[config.mk]
export PLATFORM = sky130hd
export DESIGN_NAME = irqFlagUnit
export DESIGN_NICKNAME = d
export VERILOG_FILES = /design/src/rtl/irqFlagPkg.sv /design/src/rtl/irqStatusCtrl.sv /design/src/rtl/fifoLevelCmp.sv /design/src/rtl/irqStatusDatapath.sv /design/src/rtl/irqFlagUnit.sv
export SDC_FILE = /design/constraint.sdc
export NUM_CORES = 1
export LEC_CHECK = 0
export ABC_CLOCK_PERIOD_IN_PS = 2410
export BUFFER_PORTS_ARGS = -buffer_cell sky130_fd_sc_hd__buf_2
export CAP_MARGIN = 0
export CORE_MARGIN = 3
export CORE_UTILIZATION = 30
export CTS_BUF_LIST = sky130_fd_sc_hd__clkbuf_16
export DETAILED_ROUTE_END_ITERATION = 8
export GPL_TIMING_DRIVEN = 1
export PLACE_DENSITY_LB_ADDON = 0.08
export SLEW_MARGIN = 20
export SYNTH_ARGS = -nofsm -noshare
export SYNTH_HDL_FRONTEND = slang
export SYNTH_SLANG_ARGS = --single-unit
[constraint.sdc]
create_clock -name clk -period 2.41 [get_ports clk]
set_input_delay 0.241 -clock clk [delete_from_list [all_inputs] [get_ports clk]]
set_output_delay 0.241 -clock clk [all_outputs]
set_load 0.01 [all_outputs]
[src/rtl/irqFlagPkg.sv]
package irqFlagPkg;
  localparam int REG_W     = 32;
  localparam int STAT_W    = 16;
  localparam int ENABLE_W  = 11;
  localparam int STICKY_LO = 3;
  localparam int STICKY_HI = 11;
  localparam int STICKY_N  = STICKY_HI - STICKY_LO + 1;
  localparam int THR_LSB   = 5;

  typedef enum logic [1:0] {
    ADDR_STATUS = 2'd0,
    ADDR_ENABLE = 2'd1,
    ADDR_CLEAR  = 2'd2,
    ADDR_CONFIG = 2'd3
  } regAddr_e;

  typedef struct packed {
    logic     wrEnable;
    logic     wrClear;
    logic     wrConfig;
    regAddr_e rdSel;
  } ctrlStrobe_t;
endpackage

[src/rtl/irqStatusCtrl.sv]
module irqStatusCtrl
  import irqFlagPkg::*;
(
  input  logic [1:0]  regAddr,
  input  logic        regWrEn,
  output ctrlStrobe_t strobe
);
  regAddr_e addrSel;

  always_comb begin
    addrSel        = regAddr_e'(regAddr);
    strobe.wrEnable = regWrEn && (addrSel == ADDR_ENABLE);
    strobe.wrClear  = regWrEn && (addrSel == ADDR_CLEAR);
    strobe.wrConfig = regWrEn && (addrSel == ADDR_CONFIG);
    strobe.rdSel    = addrSel;
  end
endmodule

[src/rtl/fifoLevelCmp.sv]
module fifoLevelCmp #(
  parameter int FIFO_DEPTH  = 16,
  parameter int LEVEL_W     = $clog2(FIFO_DEPTH + 1),
  parameter int THR_W       = $clog2(FIFO_DEPTH),
  parameter bit COUNT_SPACE = 1'b0
) (
  input  logic [LEVEL_W-1:0] level,
  input  logic [THR_W-1:0]   thrField,
  output logic               meets
);
  localparam logic [LEVEL_W-1:0] DEPTH_V = LEVEL_W'(FIFO_DEPTH);

  logic [LEVEL_W-1:0] threshold;
  logic [LEVEL_W-1:0] amount;

  assign threshold = LEVEL_W'(thrField) + LEVEL_W'(1);

  generate
    if (COUNT_SPACE) begin : g_space
      always_comb begin
        if (level >= DEPTH_V) amount = '0;
        else                  amount = DEPTH_V - level;
      end
    end else begin : g_fill
      always_comb amount = level;
    end
  endgenerate

  assign meets = (amount >= threshold);
endmodule

[src/rtl/irqStatusDatapath.sv]
module irqStatusDatapath
  import irqFlagPkg::*;
#(
  parameter int FIFO_DEPTH = 16,
  parameter int LEVEL_W    = $clog2(FIFO_DEPTH + 1),
  parameter int THR_W      = $clog2(FIFO_DEPTH)
) (
  input  logic                clk,
  input  logic                rstN,
  input  ctrlStrobe_t         strobe,
  input  logic [REG_W-1:0]    wrData,
  input  logic [STICKY_N-1:0] evtPulse,
  input  logic                txCompleteLvl,
  input  logic [1:0]          rxPackLvl,
  input  logic                rxWordPending,
  input  logic [LEVEL_W-1:0]  rxFifoLevel,
  input  logic [LEVEL_W-1:0]  txFifoLevel,
  output logic [STAT_W-1:0]   statusVec,
  output logic [ENABLE_W-1:0] enableVec,
  output logic [REG_W-1:0]    rdData
);
  logic [ENABLE_W-1:0] enableQ;
  logic [THR_W-1:0]    thrFieldQ;
  logic [STICKY_N-1:0] stickyQ;
  logic                rxReady;
  logic                txReady;

  always_ff @(posedge clk or negedge rstN) begin
    if (!rstN)                enableQ <= '0;
    else if (strobe.wrEnable) enableQ <= wrData[ENABLE_W-1:0];
  end

  always_ff @(posedge clk or negedge rstN) begin
    if (!rstN)                thrFieldQ <= '0;
    else if (strobe.wrConfig) thrFieldQ <= wrData[THR_LSB +: THR_W];
  end

  generate
    for (genvar i = 0; i < STICKY_N; i++) begin : g_sticky
      always_ff @(posedge clk or negedge rstN) begin
        if (!rstN)                                      stickyQ[i] <= 1'b0;
        else if (evtPulse[i])                           stickyQ[i] <= 1'b1;
        else if (strobe.wrClear && wrData[STICKY_LO+i]) stickyQ[i] <= 1'b0;
      end
    end
  endgenerate

  fifoLevelCmp #(
    .FIFO_DEPTH(FIFO_DEPTH), .LEVEL_W(LEVEL_W), .THR_W(THR_W), .COUNT_SPACE(1'b0)
  ) u_rxCmp (
    .level(rxFifoLevel), .thrField(thrFieldQ), .meets(rxReady)
  );

  fifoLevelCmp #(
    .FIFO_DEPTH(FIFO_DEPTH), .LEVEL_W(LEVEL_W), .THR_W(THR_W), .COUNT_SPACE(1'b1)
  ) u_txCmp (
    .level(txFifoLevel), .thrField(thrFieldQ), .meets(txReady)
  );

  assign statusVec = {rxWordPending, rxPackLvl, txCompleteLvl, stickyQ,
                      rxReady & txReady, txReady, rxReady};
  assign enableVec = enableQ;

  always_comb begin
    rdData = '0;
    unique case (strobe.rdSel)
      ADDR_STATUS: rdData[STAT_W-1:0]     = statusVec;
      ADDR_ENABLE: rdData[ENABLE_W-1:0]   = enableQ;
      ADDR_CLEAR:  rdData                 = '0;
      ADDR_CONFIG: rdData[THR_LSB +: THR_W] = thrFieldQ;
      default:     rdData                 = '0;
    endcase
  end
endmodule

[src/rtl/irqFlagUnit.sv]
module irqFlagUnit
  import irqFlagPkg::*;
#(
  parameter int FIFO_DEPTH = 16,
  localparam int LEVEL_W   = $clog2(FIFO_DEPTH + 1),
  localparam int THR_W     = $clog2(FIFO_DEPTH)
) (
  input  logic                clk,
  input  logic                rstN,
  input  logic [1:0]          regAddr,
  input  logic                regWrEn,
  input  logic [REG_W-1:0]    regWrData,
  output logic [REG_W-1:0]    regRdData,
  input  logic [STICKY_N-1:0] evtPulse,
  input  logic                txCompleteLvl,
  input  logic [1:0]          rxPackLvl,
  input  logic                rxWordPending,
  input  logic [LEVEL_W-1:0]  rxFifoLevel,
  input  logic [LEVEL_W-1:0]  txFifoLevel,
  output logic                irqOut
);
  ctrlStrobe_t         strobe;
  logic [STAT_W-1:0]   statusVec;
  logic [ENABLE_W-1:0] enableVec;

  irqStatusCtrl u_ctrl (
    .regAddr(regAddr), .regWrEn(regWrEn), .strobe(strobe)
  );

  irqStatusDatapath #(
    .FIFO_DEPTH(FIFO_DEPTH), .LEVEL_W(LEVEL_W), .THR_W(THR_W)
  ) u_dp (
    .clk(clk), .rstN(rstN), .strobe(strobe), .wrData(regWrData),
    .evtPulse(evtPulse), .txCompleteLvl(txCompleteLvl), .rxPackLvl(rxPackLvl),
    .rxWordPending(rxWordPending), .rxFifoLevel(rxFifoLevel),
    .txFifoLevel(txFifoLevel), .statusVec(statusVec), .enableVec(enableVec),
    .rdData(regRdData)
  );

  assign irqOut = |(statusVec[ENABLE_W-1:0] & enableVec);
endmodule

==> results.md <==
- Layer with the highest usage: met2
- DIE WIDTH: 80.8 um
- Fin area: about 2400 um2
- Fill count: 527
- # diodes: 0
- Post-synth cell types: 35
- M1 GR Usage: 0.160
- GRT overflow: 0
- Fin nets: around 310
- Fraction of layout cells with a size suffix above 1: 0.498
- Cells after synthesis: around 170
- Most frequent cells in the layout: buf_2, dfrtp_1, conb_1
- CP max stage delay: between 0.5 and 0.6 ns
- Via count: 1391
- Min Tclk post-route: about 2.5 ns
- Total core area: 5270 um2
- GRT met2 Usage: 0.241
- Crit path launch type: input port
- ANT nets after route: 0
- CTS sink count: 24
- Clk_lat worst skew: 0.25 ns
- Slew Limit Fails: 0
- Worst min path class: in2reg
- Place WS: -0.206 ns
- Met3 Resource Use GR: 0.0211
- Placed insts: around 300
- Peak fanout along the critical path: 5
- WP data arrival: roughly 2.3 ns
- H-tree depth: 1
- Worst slew pin tran: 0.558 ns
- Most used DFF post-synth: dfrtp_1
- Chip height: 80.8 um
- Post-DP Area: roughly 2000 um2
- Starting density of the core: 0.319
- Hold-critical path depth: 2
- Via count of the first global-routing pass: 1431
- Final Hold Violating Endpoints: 0
- Global-route usage over all layers: 0.132
- Sequential fraction of the synthesis area: 0.357
- Outcome: finished, violations left
- Row count: 26
- Req. time, crit path: 2.17 ns
- FMAX: 0.397 GHz
- Yosys warns: 0
- Critical Path End Type: output pin
- Cell area after synthesis: 1680 um2
- Crit-path cells: buf_6 > or4_4 > a21oi_4 > and3_4 > ha_4 > nand4_1 > o21bai_2 > a21oi_4 > o41ai_2 > buf_2
- Post-route DRC: 0
- Routed length per instance: 13.9 um
- Worst Path Buf+Inv: 2
- Max Root-Sink Buffers: 2
- Reg area: 602 um2
- Lkg Pwr: 1.09 nW
- Fin crit share: 1.05
- Asr flop ratio synth: 1.00
- Power Dens Cells: 649 nW/um2
- Post-DP HPWL: 3150 um
- Die ar.: 6540 um2
- Worst IR Drop VDD: 0.265 mV
- Initial DRC count: 45
- Failing checks: setup timing
- Critical path class: in2out
- Critical path depth: 10
- Num ports: 93
- Final setup viols: 3
- Max_cap viols: 0
- Synth-to-layout area growth: 40.9%
- Number of buffers added on ports: 56
- Worst path slowest cell: or4_4
- Clock skew: 0 ns
- Commonest non-fill, non-tap cell in the layout: buf_2
- Multi-input logic area: 1180 um2
- FF-to-FF path depth: 2
- Synthesized area per cell: 9.83 um2
- Num CTS Buffers: 3
- Initial antenna violation count: 0
- Clock Tree Root: clkbuf_16
- Clock Pin Slew Worst Setup and Hold Paths: 0.07 ns
- RSZ-0062 raised after global routing: true
- First-pass GRT wire length: 6710 um
- Worst path top cell family by delay: simple AND/OR/NAND/NOR gates
- CTS tree: done
- Maximum number of pins on one net before global-route repair: 25
- Routability cong.: 0.786
- Slew Limit Headroom: 0.628
- EDFF count, synth: 0
- Most common cell on crit path: a21oi_4
- Worst setup margin: -0.109 ns
- Finished Layout Cells: 303
- TritonRoute pass-1 iters: 4
- Post-synthesis register bit count: 24
- Post-Route WL: 4210 um
- Vias per cell: 4.59
-- layer usage --
layer	wire [um]	up-vias
li1	-	693
met1	1820	652
met2	2150	44
met3	210	2
met4	20	0
met5	0	-
-- worst register-to-register path: stages, from the launching register on --
cell and delay [ns]:
dfrtp_1 0.43, buf_4 0.16, mux2_2 0.25
-- where the power goes --
group          internal (mW)  switching [mW]
clock network          0.330           0.139
logic                  0.287           0.268
registers              0.457          0.0552
-- cell families after synthesis --
group / count (synthesis) / synth area share
and+or+nand+nor: 47 / 0.144
AOI/OAI and AO/OA: 31 / 0.129
buffers and inverters: 29 / 0.107
DFF: 24 / 0.357
muxes: 23 / 0.148
adders and majority gates: 13 / 0.0968
xor gates and xnor gates: 3 / 0.0156
other: 1 / 0.00223
-- worst paths after layout --
kind	from	end	slack, ns
worst min register to register	u_dp.statusVec[11]	u_dp.statusVec[11]	0.47
max in group asynchronous	rstN	u_dp.thrFieldQ[2]	1.50
worst max-delay path	txFifoLevel[3]	regRdData[2]	-0.11
worst min-delay path	evtPulse[7]	u_dp.statusVec[10]	0.15
min in group asynchronous	rstN	u_dp.statusVec[3]	0.51
worst max register to register	u_dp.thrFieldQ[1]	u_dp.thrFieldQ[1]	1.46
-- flip-flops by register name, summed over array words and instances (netlist names) --
register	count
u_dp.thrFieldQ	4
u_dp.statusVec	9
u_dp.enableVec	11
-- synth_stat cells, types with 2 or more instances --
| master | number | area (um2) |
|---|---|---|
| nor2_1 | 8 | 30.0 |
| a21oi_1 | 3 | 15.0 |
| xnor2_1 | 2 | 17.5 |
| mux2i_1 | 8 | 80.1 |
| buf_4 | 18 | 135 |
| nor2b_1 | 2 | 12.5 |
| nand2_1 | 14 | 52.6 |
| a211oi_1 | 2 | 15.0 |
| and2_2 | 3 | 22.5 |
| nand3_1 | 8 | 40.0 |
| mux2_2 | 15 | 169 |
| and3_1 | 2 | 12.5 |
| dfrtp_1 | 24 | 601 |
| and2_1 | 6 | 37.5 |
| inv_1 | 6 | 22.5 |
| o21ai_0 | 5 | 25.0 |
| ha_1 | 13 | 163 |
| a21o_1 | 10 | 75.1 |
| a22oi_1 | 4 | 30.0 |
| buf_2 | 3 | 15.0 |
-- repair_timing --
| action | CTS | global route |
|---|---|---|
| pin swaps | 18 | 11 |
| endpoints found under the hold margin | 24 | 0 |
| hold buffers | 1 | 0 |
| setup endpoints to repair | 4 | 4 |
| buffers inserted | 2 | 0 |
| resized for setup | 31 | 10 |
-- metrics by stage --
| stage | util | hold WS [ns] | total power, mW | TNS, ns |
|---|---|---|---|---|
| 2_1_floorplan | - | -0.0546 | 0.770 | 0 |
| 3_3_place_gp | 0.379 | 0.268 | 0.893 | -0.639 |
| 3_5_place_dp | 0.379 | 0.272 | 0.897 | -0.603 |
| 4_1_cts | 0.435 | 0.150 | 1.49 | -0.190 |
| 5_1_grt | 0.449 | 0.155 | 1.63 | -0.569 |
| 6_report | 0.449 | 0.153 | 1.54 | -0.264 |
-- cell type report --
| class | instances | share of cell area |
|---|---|---|
| multi-input cells | 133 | 0.498 |
| clock inverters | 1 | 0.0127 |
| flip-flops and latches | 24 | 0.254 |
| clock buffers | 3 | 0.0317 |
| repair buffers | 65 | 0.155 |
| inverters | 7 | 0.0111 |
| well taps | 70 | 0.0370 |
Note: power is estimated with default switching activity, not from simulation.
